<file path="src/rtl/stream_ctl_slave.sv">
module stream_ctl_slave #(
  parameter logic [255:0] CMD_MAP = (256'd1 << 8'h01) | (256'd1 << 8'h02),
  parameter logic [255:0] WR1_MAP = 256'd1 << 8'h10,
  parameter logic [255:0] RD1_MAP = 256'd1 << 8'h11,
  parameter logic [255:0] WRS_MAP = 256'd1 << 8'h20,
  parameter logic [255:0] RDS_MAP = 256'd1 << 8'h21,
  parameter logic [7:0]   RESET_CODE = 8'h01
) (
  input  logic       clk,
  input  logic       rst_n,
  input  logic       cs_n,
  input  logic       sclk,
  input  logic       sdi,
  output logic       sdo,
  output logic       sdo_oe,
  output logic [7:0] reg_addr,
  output logic       wr_stb,
  output logic [7:0] wr_data,
  output logic       rd_req,
  input  logic [7:0] rd_data,
  output logic       cmd_stb,
  output logic       reset_pulse
);
  typedef enum logic [1:0] {ADDR, WDAT, RDAT, HOLD} st_t;

  st_t        st;
  logic       sclk_q, stream, load_pend;
  logic [2:0] cnt;
  logic [7:0] sh, obuf, osh;

  wire       rise = !cs_n && sclk && !sclk_q;
  wire       fall = !cs_n && !sclk && sclk_q;
  wire [7:0] nxt  = {sh[6:0], sdi};
  wire       last = (cnt == 3'd7);

  assign sdo = osh[7];

  always_ff @(posedge clk or negedge rst_n) begin
    if (!rst_n) begin
      st <= ADDR; sclk_q <= 1'b0; stream <= 1'b0; load_pend <= 1'b0;
      cnt <= '0; sh <= '0; obuf <= '0; osh <= '0; sdo_oe <= 1'b0;
      reg_addr <= '0; wr_stb <= 1'b0; wr_data <= '0; rd_req <= 1'b0;
      cmd_stb <= 1'b0; reset_pulse <= 1'b0;
    end else begin
      sclk_q <= sclk;
      wr_stb <= 1'b0; rd_req <= 1'b0; cmd_stb <= 1'b0; reset_pulse <= 1'b0;
      if (rd_req) obuf <= rd_data;
      if (cs_n) begin
        st <= ADDR; cnt <= '0; sdo_oe <= 1'b0; load_pend <= 1'b0;
      end else begin
        if (rise) begin
          cnt <= cnt + 3'd1;
          sh  <= nxt;
          case (st)
            ADDR: if (last) begin
              reg_addr <= nxt;
              if (CMD_MAP[nxt]) begin
                cmd_stb <= 1'b1; reset_pulse <= (nxt == RESET_CODE); st <= HOLD;
              end else if (WR1_MAP[nxt] || WRS_MAP[nxt]) begin
                st <= WDAT; stream <= WRS_MAP[nxt];
              end else if (RD1_MAP[nxt] || RDS_MAP[nxt]) begin
                st <= RDAT; stream <= RDS_MAP[nxt]; rd_req <= 1'b1; load_pend <= 1'b1;
              end else begin
                st <= HOLD;
              end
            end
            WDAT: if (last) begin
              wr_stb <= 1'b1; wr_data <= nxt;
              if (!stream) st <= HOLD;
            end
            RDAT: if (last) begin
              if (stream) begin rd_req <= 1'b1; load_pend <= 1'b1; end
              else st <= HOLD;
            end
            default: ;
          endcase
        end
        if (fall) begin
          if (st == RDAT && load_pend) begin
            osh <= obuf; load_pend <= 1'b0; sdo_oe <= 1'b1;
          end else if (st == RDAT) begin
            osh <= {osh[6:0], 1'b0};
          end else begin
            sdo_oe <= 1'b0;
          end
        end
      end
    end
  end
endmodule

</file>
<file path="config.mk">
export PLATFORM = sky130hd
export DESIGN_NAME = stream_ctl_slave
export DESIGN_NICKNAME = d
export VERILOG_FILES = /design/src/rtl/stream_ctl_slave.sv
export SDC_FILE = /design/constraint.sdc
export NUM_CORES = 1
export LEC_CHECK = 0
export BUFFER_PORTS_ARGS = -buffer_cell sky130_fd_sc_hd__clkbuf_2
export CORE_MARGIN = 10
export CORE_UTILIZATION = 25
export DETAILED_ROUTE_END_ITERATION = 6
export GPL_ROUTABILITY_DRIVEN = 1
export PLACE_DENSITY = 0.43
export SLEW_MARGIN = 25
export SYNTH_ARGS = -nofsm -noshare
export SYNTH_HDL_FRONTEND = slang
export SYNTH_SLANG_ARGS = --single-unit
</file>
<file path="constraint.sdc">
create_clock -name clk -period 2.28 [get_ports clk]
set_clock_uncertainty 0.15 [all_clocks]
set_input_delay 0.342 -clock clk [delete_from_list [all_inputs] [get_ports clk]]
set_output_delay 0.342 -clock clk [all_outputs]
set_load 0.03 [all_outputs]
</file>
**Word-level counts from Yosys, hierarchy flattened**

Memories as Yosys holds them, arrays and structs flattened.
Cells that the tools add are included.

- Input port bits: 13
- Memories: 5
- Register bits: 52
- Logic and storage cells: 114
- ROM bits: 1,280

- Equality and inequality tests: 8
- Mux-type cells: 58
- Bitwise logic cells: 2
- Reduce and logical (&&, ||, !) cells: 24
- Add/subtract/negate cells: 1
- Order comparisons: 1

Memory list:

| name | words | bits a word | read ports | clocked after memory_dff | write ports | RTL line | source |
|---|---|---|---|---|---|---|---|
| (no name shown) | 256 | 1 | 1 | 0 | 0 | 62 | `st <= RDAT; stream <= RDS_MAP[nxt]; rd_req <= 1'b1; load_pend <= 1'b1;` |
| (no name shown) | 256 | 1 | 1 | 0 | 0 | 61 | `end else if (RD1_MAP[nxt] \|\| RDS_MAP[nxt]) begin` |
| (no name shown) | 256 | 1 | 1 | 0 | 0 | 60 | `st <= WDAT; stream <= WRS_MAP[nxt];` |
| (no name shown) | 256 | 1 | 1 | 0 | 0 | 59 | `end else if (WR1_MAP[nxt] \|\| WRS_MAP[nxt]) begin` |
| (no name shown) | 256 | 1 | 1 | 0 | 0 | 57 | `if (CMD_MAP[nxt]) begin` |

Operator list:

| operator | number |
|---|---|
| $mux W1 | 44 |
| $mux W8 | 2 |
| $mux W2 | 7 |
| $lt A8 B9 Y1 const B | 1 |
| $eq A8 B1 Y1 const B | 1 |
| $reduce_and A4 Y1 | 2 |
| $reduce_bool A2 Y1 | 4 |
| $mux W3 | 2 |
| $ne A3 B3 Y1 const B | 2 |
| $reduce_and A6 Y1 | 1 |
| $logic_and A1 B1 Y1 | 5 |
| $reduce_and A5 Y1 | 1 |
| $pmux W1 S2 | 2 |
| $pmux W2 S2 | 1 |
| $reduce_and A2 Y1 | 2 |
| $add A3 B1 Y3 const B | 1 |
| $eq A3 B3 Y1 const B | 1 |
| $logic_not A1 Y1 | 3 |
| $ne A3 B1 Y1 const B | 1 |
| $ne A3 B2 Y1 const B | 1 |
| $reduce_and A3 Y1 | 1 |
| $reduce_bool A3 Y1 | 1 |
| $eq A2 B1 Y1 const B | 1 |
| $eq A2 B2 Y1 const B | 1 |
| other kinds (4) | 6 |

**Longest topological paths before layout**

- Word-level depth: 12
- Mapped depth: 8

**Least setup slack after synthesis**

No wires, ideal clock.

- Kind: register to register
- Start point: register cnt[0]
- End point: register reg_addr[0]
- Setup slack: 0.456 ns
- Stages on the path, launching flop included: 7
- Path buffers: 1
- Data required time: 2.002 ns
- Clock period less this slack: 1.824 ns
- Arrival: 1.546 ns
- Path through: dfrtp_1 -> ha_1 -> ha_1 -> and4bb_2 -> nand2_1 -> buf_6 -> mux2_1

- Cells in the longest elaborated chain, start to end: 2

Ends and longest elaborated chain:

| item | RTL line | source |
|---|---|---|
| from (decl) | 28 | `logic [2:0] cnt;` |
| from (signal assigned) | 52 | `cnt <= cnt + 3'd1;` |
| $eq A3 B3 Y1 | 34 | `wire last = (cnt == 3'd7);` |
| $reduce_and A4 Y1 (no source line) | -- |  |
| to (signal assigned) | 56 | `reg_addr <= nxt;` |
| to (decl) | 16 | `output logic [7:0] reg_addr,` |

Every way passes these cells.
A chain may end at the register's enable or synchronous reset.

**Final worst setup path**

- Start point: register cnt[0]
- End point: register reg_addr[5]

Same word-level chain as after synthesis.

==> run summary <==
### Place
- **last weighted congestion value of the routability-driven placer** 0.6819
- **detailed-placement wirelength estimate** 3475 um
- **worst-case setup slack after placement** 0.1913 ns
- **Placed Area** 2650 um^2
- **Placed Instances** 328
- **I/O Buffers** 34

### Timing
- **Period Utilization, post-route** 0.9126
- **final setup TNS** 0 ns
- **Worst-Margin Slew** 0.4417 ns
- **number of endpoints with negative hold slack in the final report** 0
- **clock period minus final worst setup slack** 2.081 ns
- **count of pins over their slew limit** 0
- **relative max-transition margin** 0.7048
- **number of setup violations in the final report** 0
- **setup slack of the critical path after layout** 0.1992 ns
- **RSZ-0062 raised after global routing** no
- **Achievable Freq** 480.6 MHz

### Clocking
- **number of buffers inserted for hold repair after clock tree synthesis** 1
- **Clk Tree Root Cell** sky130_fd_sc_hd__clkbuf_8
- **number of buffers created by CTS** 5
- **register clock-pin slew on the reported worst setup and hold paths** 0.10 ns
- **Num Clock Sinks** 52
- **source-to-sink clock delay at the later pin of the worst-skew pair** 0.31 ns
- **buffer count from post-CTS setup fixing** 0
- **CTS tree** done
- **Max clock buf depth** 2
- **deepest level of the CTS H-tree** 2
- **count of cells resized by post-cts repair** 0

### Die
- **initial cell density of the core** 0.2547
- **total core area** 9196 um^2
- **width of the die** 116.8 um
- **number of rows created at floorplan** 35
- **die footprint** 13640 um^2
- **Ports** 35
- **die boundary height** 116.8 um

### Min path
- **Hold Crit Depth** 1
- **kind of path behind the tightest hold check** in -> reg
- **Worst Hold Endpoint** sclk_q$_DFF_PN0_
- **hold_sp** sclk

### Logic synthesis
- **sequential share of the synthesized area** 0.5556
- **Mean Syn Cell Area** 12.46 um^2
- **top flip-flop cell by instance count after synthesis** sky130_fd_sc_hd__dfrtp_1
- **Yosys cell types** 44
- **register bit count reported by yosys** 52
- **nets in the synthesized netlist** 208
- **number of enable flip-flop cells after synthesis** 0
- **number of standard cells after synthesis** 188
- **number of warning messages in the yosys log** 0
- **Syn Std Cell Area** 2342 um^2
- **share of synthesized flip-flops with an asynchronous set or reset** 1.000

### Detailed routing
- **post-route DRC violation count** 0
- **DRT Wirelength** 4968 um
- **remaining number of nets flagged by the antenna check after routing** 0
- **mean number of vias per cell** 4.549
- **total number of vias** 1533
- **router iterations before antenna repair** 4
- **number of DRC markers after the initial detailed-route iteration** 52
- **drt wl/cell** 14.74 um

### Layout
- **final cell count without fillers** 337
- **count of fill cells added during filler insertion** 988
- **fraction of layout instances using a drive strength above 1** 0.3363
- **final design area excluding fillers** 2781 um^2
- **# nets final** 245
- **commonest non-fill, non-tap cell in the layout** sky130_fd_sc_hd__dfrtp_1
- **commonest non-fill, non-tap cells in the layout** 52 x sky130_fd_sc_hd__dfrtp_1, 34 x sky130_fd_sc_hd__clkbuf_2, 23 x sky130_fd_sc_hd__mux2_2
- **synthesis-to-finish area growth** 18.75%
- **Inserted Diodes** 0

### Setup path
- **startpoint of the worst register-to-register path** cnt[0]$_DFFE_PN0P_
- **cell type of the slowest stage on the worst timing path** sky130_fd_sc_hd__dfrtp_1
- **worst-path cell chain** ha_1, ha_1, and4bb_2, nand2_1, mux2_2
- **CP Class** reg -> reg
- **Critical Path Start Type** flip-flop
- **number of cells on the worst reg-to-reg path** 5
- **most repeated library cell on the critical path** sky130_fd_sc_hd__ha_1
- **Worst Path Required** 2.33 ns
- **data arrival at the endpoint of the critical path** 2.13 ns
- **crit path max fanout** 11
- **endpoint of the worst register-to-register path** reg_addr[5]$_DFFE_PN0P_
- **category of the worst setup path capture point** flip-flop
- **Worst R2R Setup Slack** 0.20 ns
- **highest cell delay on the worst timing path** 0.40 ns

### Power
- **leakage power** 1.424 nW
- **Max rail drop VDD** 0.2860 mV
- **total power per unit cell area** 717.8 nW/um^2
- **total power consumption of the routed design** 1.996 mW

### Global route
- **largest net degree at the start of global routing** 53
- **vias in the first global route** 1675
- **initial antenna violation count** 0
- **GRT Residual Overflow** 0
- **wire length of the first global-routing pass** 8507 um
- **overall track demand over capacity in global routing** 0.08001

### Run
- **Max Cap Violations** 0

### Outcome
- **outcome** finished, final reports clean

[sequential cells by signal, indices dropped and copies added, names as in the netlist]
signal and flops:
reg_addr 8, load_pend 1, cmd_stb 1, wr_data 8, reset_pulse 1, sh 7
wr_stb 1, rd_req 1, sdo_oe 1, cnt 3, stream 1, st 2
sclk_q 1, osh 8, obuf 8
[worst max-delay path, delay by kind of cell, from the launching register on]
family | cells | cell delay [ns]
AND/OR/NAND/NOR | 2 | 0.61
flip-flops | 1 | 0.40
multiplexers | 1 | 0.39
adder cells (fa/ha/maj) | 2 | 0.41
[how the worst max path moves through the flow]
stage,startpoint,endpoint,slack [ns],cells after the start
global route,cnt[0]$_DFFE_PN0P_,reg_addr[5]$_DFFE_PN0P_,0.1,5
finish,cnt[0]$_DFFE_PN0P_,reg_addr[5]$_DFFE_PN0P_,0.20,5
CTS,cnt[0]$_DFFE_PN0P_,reg_addr[5]$_DFFE_PN0P_,0.17,5
floorplan,cnt[0]$_DFFE_PN0P_,reg_addr[0]$_DFFE_PN0P_,0.46,6
detailed placement,cnt[0]$_DFFE_PN0P_,reg_addr[5]$_DFFE_PN0P_,0.19,5
global placement,cnt[0]$_DFFE_PN0P_,reg_addr[5]$_DFFE_PN0P_,0.21,5
[cells in the mapped netlist, types with 2 or more instances]
cell	count	area (um^2)
sky130_fd_sc_hd__dfrtp_1	52	1301
sky130_fd_sc_hd__mux2_2	23	259.0
sky130_fd_sc_hd__nor2_1	10	37.54
sky130_fd_sc_hd__a21oi_1	9	45.04
sky130_fd_sc_hd__inv_1	9	33.78
sky130_fd_sc_hd__nand2_1	9	33.78
sky130_fd_sc_hd__ha_1	7	87.58
sky130_fd_sc_hd__mux2_1	7	78.83
sky130_fd_sc_hd__mux2i_1	7	70.07
sky130_fd_sc_hd__buf_2	6	30.03
sky130_fd_sc_hd__o21ai_0	5	25.02
sky130_fd_sc_hd__a31oi_1	3	18.77
sky130_fd_sc_hd__nand2b_1	3	18.77
sky130_fd_sc_hd__nor3_1	3	15.01
sky130_fd_sc_hd__nand3_1	2	10.01
sky130_fd_sc_hd__nand4_1	2	12.51
sky130_fd_sc_hd__nor2b_1	2	12.51
sky130_fd_sc_hd__nor3b_1	2	15.01
sky130_fd_sc_hd__nor4bb_1	2	20.02
[area by class of cell]
class                   count  area, um^2  share of cell area
flip-flops and latches     52        1301              0.4678
multi-input cells         117       955.9              0.3437
repair buffers             40       230.2             0.08277
well taps                 111       138.9             0.04993
clock buffers               6       82.58             0.02969
clock inverters             2       38.79             0.01395
inverters                   9       33.78             0.01215
[per-layer routing]
| metal | share of wire | routed length, um | GRT usage |
|---|---|---|---|
| met1 | 0.48 | 2385 | 0.1052 |
| met2 | 0.45 | 2232 | 0.1181 |
| met3 | 0.055 | 274 | 0.02650 |
| met4 | 0.015 | 76 | 0.03213 |
| met5 | 0 | 0 | 0 |
[through the flow]
stage / hold slack, ns / util
2_1_floorplan: -0.1036 / -
3_3_place_gp: 0.2205 / 0.2882
3_5_place_dp: 0.2186 / 0.2882
4_1_cts: 0.08498 / 0.3024
5_1_grt: 0.1011 / 0.3024
6_report: 0.09241 / 0.3024
[where the power goes]
group / internal, mW / switching (mW) / leakage (nW) / total, mW
Clock: 0.359 / 0.320 / 0.0614 / 0.680
Sequential: 0.974 / 0.114 / 0.707 / 1.09
Combinational: 0.123 / 0.106 / 0.656 / 0.229
Total: 1.46 / 0.540 / 1.42 / 2.00
[cells by family after synthesis]
| logic type | count (synthesis) | synth area share |
|---|---|---|
| xor+xnor | 2 | 0.007480 |
| compound gates | 26 | 0.07212 |
| mux | 37 | 0.1741 |
| buf+inv | 19 | 0.03899 |
| fa+ha+maj | 7 | 0.03739 |
| simple gates | 45 | 0.1143 |
| flops | 52 | 0.5556 |
Note: power is estimated with default switching activity, not from simulation.
